$ cat src/rtl/tts_pkg.sv
package tts_pkg;
    localparam int NCMP  = 3;
    localparam int NFLAG = NCMP + 2;
    localparam int AW    = 3;

    localparam logic [AW-1:0] ADR_CTRL = 3'd0;
    localparam logic [AW-1:0] ADR_CMP0 = 3'd1;
    localparam logic [AW-1:0] ADR_FLAG = 3'd4;
    localparam logic [AW-1:0] ADR_IEN  = 3'd5;
    localparam logic [AW-1:0] ADR_TMR  = 3'd6;
    localparam logic [AW-1:0] ADR_CYC  = 3'd7;

    localparam int FB_OVR = 0;
    localparam int FB_CYC = NFLAG - 1;
endpackage

$ cat src/rtl/tts_timer.sv
module tts_timer
    import tts_pkg::*;
#(
    parameter int TW = 16
) (
    input  logic                     clk,
    input  logic                     rst_n,
    input  logic                     tick,
    input  logic                     clr_en,
    input  logic [NCMP-1:0][TW-1:0]  cmp,
    output logic [TW-1:0]            timer,
    output logic                     wrap,
    output logic                     reload,
    output logic [NCMP-1:0]          hit
);
    typedef struct packed {
        logic [TW-1:0] cnt;
    } tmr_st_t;

    tmr_st_t st_d, st_q;
    logic [NCMP-1:0] armed;

    // next value of the timer; restart has priority over increment
    always_comb begin
        st_d   = st_q;
        wrap   = tick && (&st_q.cnt);
        reload = tick && clr_en && armed[0] && (st_q.cnt == cmp[0]);
        if (reload) begin
            st_d.cnt = '0;
        end else if (tick) begin
            st_d.cnt = st_q.cnt + TW'(1);
        end
    end

    // one comparator per compare register; a zero value disarms it
    for (genvar n = 0; n < NCMP; n++) begin : g_cmp
        assign armed[n] = |cmp[n];
        assign hit[n]   = tick && armed[n] && (st_d.cnt == cmp[n]);
    end

    always_ff @(posedge clk) begin
        if (!rst_n) begin
            st_q <= '0;
        end else begin
            st_q <= st_d;
        end
    end

    assign timer = st_q.cnt;
endmodule

$ cat src/rtl/tts_cycle.sv
module tts_cycle #(
    parameter int CW = 3
) (
    input  logic          clk,
    input  logic          rst_n,
    input  logic          evt,
    input  logic [CW-1:0] cmax,
    output logic [CW-1:0] count,
    output logic          ovf
);
    typedef struct packed {
        logic [CW-1:0] cnt;
    } cyc_st_t;

    cyc_st_t st_d, st_q;

    always_comb begin
        st_d = st_q;
        ovf  = 1'b0;
        if (cmax == '0) begin
            st_d.cnt = '0;
        end else if (evt) begin
            if (st_q.cnt == cmax) begin
                st_d.cnt = '0;
                ovf      = 1'b1;
            end else if (st_q.cnt > cmax) begin
                // maximum lowered below the count: restart quietly
                st_d.cnt = '0;
            end else begin
                st_d.cnt = st_q.cnt + CW'(1);
            end
        end
    end

    always_ff @(posedge clk) begin
        if (!rst_n) begin
            st_q <= '0;
        end else begin
            st_q <= st_d;
        end
    end

    assign count = st_q.cnt;
endmodule

$ cat src/rtl/tts_flags.sv
module tts_flags #(
    parameter int NF = 5
) (
    input  logic          clk,
    input  logic          rst_n,
    input  logic [NF-1:0] set,
    input  logic [NF-1:0] clr,
    input  logic [NF-1:0] hold_off,
    input  logic [NF-1:0] ien,
    output logic [NF-1:0] flags,
    output logic [NF-1:0] irq
);
    typedef struct packed {
        logic [NF-1:0] f;
    } flg_st_t;

    flg_st_t st_d, st_q;

    // set beats clear; a held-off flag is forced low
    always_comb begin
        st_d   = st_q;
        st_d.f = ((st_q.f & ~clr) | set) & ~hold_off;
    end

    always_ff @(posedge clk) begin
        if (!rst_n) begin
            st_q <= '0;
        end else begin
            st_q <= st_d;
        end
    end

    assign flags = st_q.f;
    assign irq   = st_q.f & ien;
endmodule

$ cat src/rtl/tt_timer_status.sv
module tt_timer_status
    import tts_pkg::*;
#(
    parameter int TW = 16,
    parameter int CW = 3
) (
    input  logic          clk,
    input  logic          rst_n,
    input  logic          tick,
    input  logic          wr_en,
    input  logic [AW-1:0] wr_addr,
    input  logic [TW-1:0] wr_data,
    input  logic [AW-1:0] rd_addr,
    output logic [TW-1:0] rd_data,
    output logic [NFLAG-1:0] irq
);
    localparam int CTLW = CW + 1;

    typedef struct packed {
        logic                    clr_en;
        logic [CW-1:0]           cmax;
        logic [NCMP-1:0][TW-1:0] cmp;
        logic [NFLAG-1:0]        ien;
    } cfg_t;

    cfg_t cfg_d, cfg_q;

    logic [TW-1:0]    timer_w;
    logic             wrap_w;
    logic             reload_w;
    logic [NCMP-1:0]  hit_w;
    logic [CW-1:0]    cyc_w;
    logic             cyc_ovf_w;
    logic [NFLAG-1:0] set_w;
    logic [NFLAG-1:0] clr_w;
    logic [NFLAG-1:0] hold_w;
    logic [NFLAG-1:0] flags_w;

    // configuration register writes
    always_comb begin
        cfg_d = cfg_q;
        if (wr_en) begin
            if (wr_addr == ADR_CTRL) begin
                cfg_d.clr_en = wr_data[0];
                cfg_d.cmax   = wr_data[CW:1];
            end
            if (wr_addr == ADR_IEN) begin
                cfg_d.ien = wr_data[NFLAG-1:0];
            end
            for (int n = 0; n < NCMP; n++) begin
                if (wr_addr == AW'(int'(ADR_CMP0) + n)) begin
                    cfg_d.cmp[n] = wr_data;
                end
            end
        end
    end

    always_ff @(posedge clk) begin
        if (!rst_n) begin
            cfg_q <= '0;
        end else begin
            cfg_q <= cfg_d;
        end
    end

    // flag event routing: bit 0 overrun, 1..NCMP compares, top bit cycle
    always_comb begin
        set_w          = {cyc_ovf_w, hit_w, wrap_w};
        clr_w          = (wr_en && wr_addr == ADR_FLAG) ? wr_data[NFLAG-1:0] : '0;
        hold_w         = '0;
        hold_w[FB_CYC] = (cfg_q.cmax == '0);
    end

    // read multiplexer
    always_comb begin
        rd_data = '0;
        case (rd_addr)
            ADR_CTRL: rd_data = TW'({cfg_q.cmax, cfg_q.clr_en});
            ADR_FLAG: rd_data = TW'(flags_w);
            ADR_IEN:  rd_data = TW'(cfg_q.ien);
            ADR_TMR:  rd_data = timer_w;
            ADR_CYC:  rd_data = TW'(cyc_w);
            default: begin
                for (int n = 0; n < NCMP; n++) begin
                    if (rd_addr == AW'(int'(ADR_CMP0) + n)) begin
                        rd_data = cfg_q.cmp[n];
                    end
                end
            end
        endcase
    end

    tts_timer #(.TW(TW)) u_timer (
        .clk    (clk),
        .rst_n  (rst_n),
        .tick   (tick),
        .clr_en (cfg_q.clr_en),
        .cmp    (cfg_q.cmp),
        .timer  (timer_w),
        .wrap   (wrap_w),
        .reload (reload_w),
        .hit    (hit_w)
    );

    tts_cycle #(.CW(CW)) u_cycle (
        .clk   (clk),
        .rst_n (rst_n),
        .evt   (wrap_w | reload_w),
        .cmax  (cfg_q.cmax),
        .count (cyc_w),
        .ovf   (cyc_ovf_w)
    );

    tts_flags #(.NF(NFLAG)) u_flags (
        .clk      (clk),
        .rst_n    (rst_n),
        .set      (set_w),
        .clr      (clr_w),
        .hold_off (hold_w),
        .ien      (cfg_q.ien),
        .flags    (flags_w),
        .irq      (irq)
    );

    logic unused_ctlw;
    assign unused_ctlw = (CTLW > TW);
endmodule

$ cat config.mk
export PLATFORM = sky130hd
export DESIGN_NAME = tt_timer_status
export DESIGN_NICKNAME = d
export VERILOG_FILES = /design/src/rtl/tts_pkg.sv /design/src/rtl/tts_timer.sv /design/src/rtl/tts_cycle.sv /design/src/rtl/tts_flags.sv /design/src/rtl/tt_timer_status.sv
export SDC_FILE = /design/constraint.sdc
export NUM_CORES = 1
export LEC_CHECK = 0
export ABC_CLOCK_PERIOD_IN_PS = 2300
export CORE_MARGIN = 3
export CORE_UTILIZATION = 54
export CTS_BUF_LIST = sky130_fd_sc_hd__clkbuf_8
export CTS_CLUSTER_SIZE = 24
export DETAILED_ROUTE_END_ITERATION = 10
export PLACE_DENSITY_LB_ADDON = 0.15
export REMOVE_ABC_BUFFERS = 1
export SYNTH_ARGS = -nofsm -noshare
export SYNTH_HDL_FRONTEND = slang
export SYNTH_SLANG_ARGS = --single-unit
$ cat constraint.sdc
create_clock -name clk -period 2.3 [get_ports clk]
set_input_delay 0.46 -clock clk [delete_from_list [all_inputs] [get_ports clk]]
set_output_delay 0.46 -clock clk [all_outputs]
set_load 0.01 [all_outputs]
==> results.py <==
metrics = {
    "floorplanning": {
        "fp.dieH_um": 105,
        "die_area_um2": 11100,
        "rows": 35,
        "die_w_um": 105,
        "io_pins": 47,
        "initial_core_util": 0.565,
        "core_um2": 9420,
    },
    "run": {
        "maxCapViolCount": 0,
    },
    "yosys": {
        "ys_ff_latch": 81,
        "synth_area_per_cell_um2": 8.03,
        "synth.area.top_cells": "dfxtp_1 30%, nand2_1 9.7%, a21boi_0 6.9%",
        "synth_top_area_share": 0.305,
        "synthTopCellsByCount": "137 x nand2_1, 81 x dfxtp_1, 49 x a21boi_0",
        "ys_types": 66,
        "yosysMostFrequentCell": "nand2_1",
        "netlist_instances": 663,
        "yosysTopAreaCell": "dfxtp_1",
        "synth_edf_count": 0,
        "synth_warnings": 0,
        "async_reset_ff_frac": 0,
        "netlist_area_um2": 5320,
        "ys.flop_type": "dfxtp_1",
        "ys_seq_area_frac": 0.305,
    },
    "power": {
        "ir_worst_vdd_v": 0.000287,
        "fin_total_pwr_uw": 3200,
        "p_leak_uw": 0.00306,
        "p_per_area_nw_per_um2": 431,
    },
    "sta": {
        "clock-skew-final_ns": 0.0164,
        "hold_viol": 0,
        "clock.fmax_mhz": 374,
        "worst_pin_slew_ns": 0.726,
        "slew_viol_final": 0,
        "min_period_ns": 2.68,
        "tns_ns": -1.12,
        "relSlewSlack": 0.512,
        "fin_crit_sh": 1.16,
        "setup_viol": 7,
        "fin_ws_ns": -0.376,
        "rsz0062_at_grt": "yes",
    },
    "finish": {
        "fin_nets": 854,
        "utilization": 0.790,
        "fillers": 684,
        "finish.instance_area_um2": 7430,
        "n_antenna_cell": 0,
        "drive_above_1_share": 0.308,
        "area_growth_pct": 39.7,
    },
    "clocking": {
        "cts_tree": "done",
        "numCtsBuffers": 9,
        "numClockSinks": 81,
        "cts-root-buf": "clkbuf_8",
        "clk_path_buf_depth": 2,
        "hold_buffers": 0,
        "cts_max_level": 3,
        "insertion_delay_ns": 0.38,
        "path_clk_slew_ns": 0.09,
    },
    "critical_path": {
        "crit_path_top_delay_cell": "dfxtp_4",
        "critPathTopFamily": "simple AND/OR/NAND/NOR gates",
        "worst_setup_path_start_kind": "flip-flop",
        "setup.worst_path.class": "reg -> reg",
        "arrival_ns": 2.95,
        "crit_required_ns": 2.57,
        "max_stage_delay_ns": 0.37,
        "worstPathCellList": "xor2_2, nor4_2, nand4_1, nor3_4, buf_6, buf_6, a21oi_1, o32ai_2, nand4_1, o31ai_1",
        "path_max_fanout": 4,
        "critPathBufInv": 2,
        "endpoint_kind": "flip-flop",
    },
    "global_route": {
        "grt_first_pass_wirelength_um": 32900,
        "grt.overflow.total": 0,
        "grt_max_degree": 65,
        "grt_pass1_vias": 5931,
        "antenna_found_initial": 0,
        "track_usage": 0.383,
    },
    "route": {
        "firstDrtPassIters": 8,
        "top_layer": "met4",
        "drt_iter0_markers": 809,
        "vias": 6008,
        "wl_per_cell_um": 22.5,
        "met3_length_um": 2800,
        "wl_um": 21500,
        "wl_met2_um": 9540,
        "drc_errors": 0,
        "routedLengthMet1_um": 8140,
        "vias_per_cell": 6.28,
        "final_antenna_net_count": 0,
    },
    "placement": {
        "place_ws_ns": -0.768,
        "gp_congestion": 1.10,
        "portBuffers": 46,
        "place_area_um2": 6760,
        "dp_hpwl_um": 15500,
    },
    "status": {
        "status": "finished with violations",
        "violations": "negative setup slack",
    },
    "hold_path": {
        "hold_class": "reg -> reg",
    },
}
## cells by family (layout without fill, tap and decap cells)
kind of cell	after synthesis	count (layout)	share of synthesized area
and+or+nand+nor	290	290	0.266
AOI/OAI and AO/OA	149	149	0.194
DFF	81	81	0.305
buffers and inverters	55	220	0.0501
xor gates and xnor gates	51	51	0.0941
muxes	32	32	0.0797
adders and majority gates	5	5	0.0118
## layout by cell type (no fill, tap or decap), types with 9 or more instances in the layout
cell,n
dfxtp_1,66
dfxtp_2,11
dlygate4sd2_1,11
nor3_1,9
nor2_1,40
xor2_1,26
nand2_1,136
mux2i_1,12
a21oi_1,21
inv_1,10
xnor2_1,16
clkdlybuf4s50_1,26
nand3_1,17
nor2b_1,13
a22oi_1,13
mux2_2,12
o21ai_0,15
a21boi_0,48
buf_6,13
clkbuf_8,10
buf_4,129
## area by class of cell
class / count / area [um^2] / area share
multi-input cells: 527 / 3680 / 0.495
flip-flops and latches: 81 / 1650 / 0.222
well taps: 129 / 161 / 0.0217
repair buffers: 194 / 1700 / 0.228
clock inverters: 6 / 72.6 / 0.00976
inverters: 10 / 37.5 / 0.00505
clock buffers: 10 / 138 / 0.0185
## what timing repair did
| item | in CTS | in global routing |
|---|---|---|
| pin swaps | 14 | 6 |
| resized for setup | 75 | 51 |
| gates cloned | 1 | 1 |
| endpoints found under the setup margin | 23 | 32 |
| setup buffers | 10 | 5 |
## stage by stage
| step | std cells | hold WS, ns |
|---|---|---|
| after floorplan | 618 | 0.442 |
| after global placement | 925 | 0.475 |
| after detailed placement | 925 | 0.486 |
| after CTS | 952 | 0.500 |
| after global routing | 957 | 0.543 |
| final | 957 | 0.486 |
## power breakdown
| part | internal (uW) | switching [uW] | leakage (uW) |
|---|---|---|---|
| combinational | 288 | 299 | 0.00229 |
| clock | 547 | 602 | 0.000109 |
| sequential | 1430 | 38.7 | 0.000663 |
## flip-flops by register name, summed over array words and instances (netlist names)
name           count
u_flags.flags      5
u_cycle.count      3
cfg_q             57
u_timer.timer     16
## worst paths after layout
check / slack, ns / cells past startpoint / end / start
worst max-delay path: -0.38 / 10 / u_flags.flags[1]$_SDFF_PN0_ / cfg_q[7]$_SDFFE_PN0P_
worst min-delay path: 0.49 / 2 / cfg_q[18]$_SDFFE_PN0P_ / cfg_q[18]$_SDFFE_PN0P_
worst max register to register: -0.38 / 10 / u_flags.flags[1]$_SDFF_PN0_ / cfg_q[7]$_SDFFE_PN0P_
worst min register to register: 0.49 / 2 / cfg_q[18]$_SDFFE_PN0P_ / cfg_q[18]$_SDFFE_PN0P_
## worst register-to-register path: cells and delay by family (launching register included)
family	cells	cell delay, ns
DFF	1	0.37
and+or+nand+nor	4	1.11
xor gates and xnor gates	1	0.17
buffers and inverters	2	0.29
AOI/OAI and AO/OA	3	0.62
## layer usage
layer,global-route usage,vias up
li1,-,2662
met1,0.506,2831
met2,0.594,416
met3,0.102,99
met4,0.156,0
met5,0,-
Note: power is estimated with default switching activity, not from simulation.
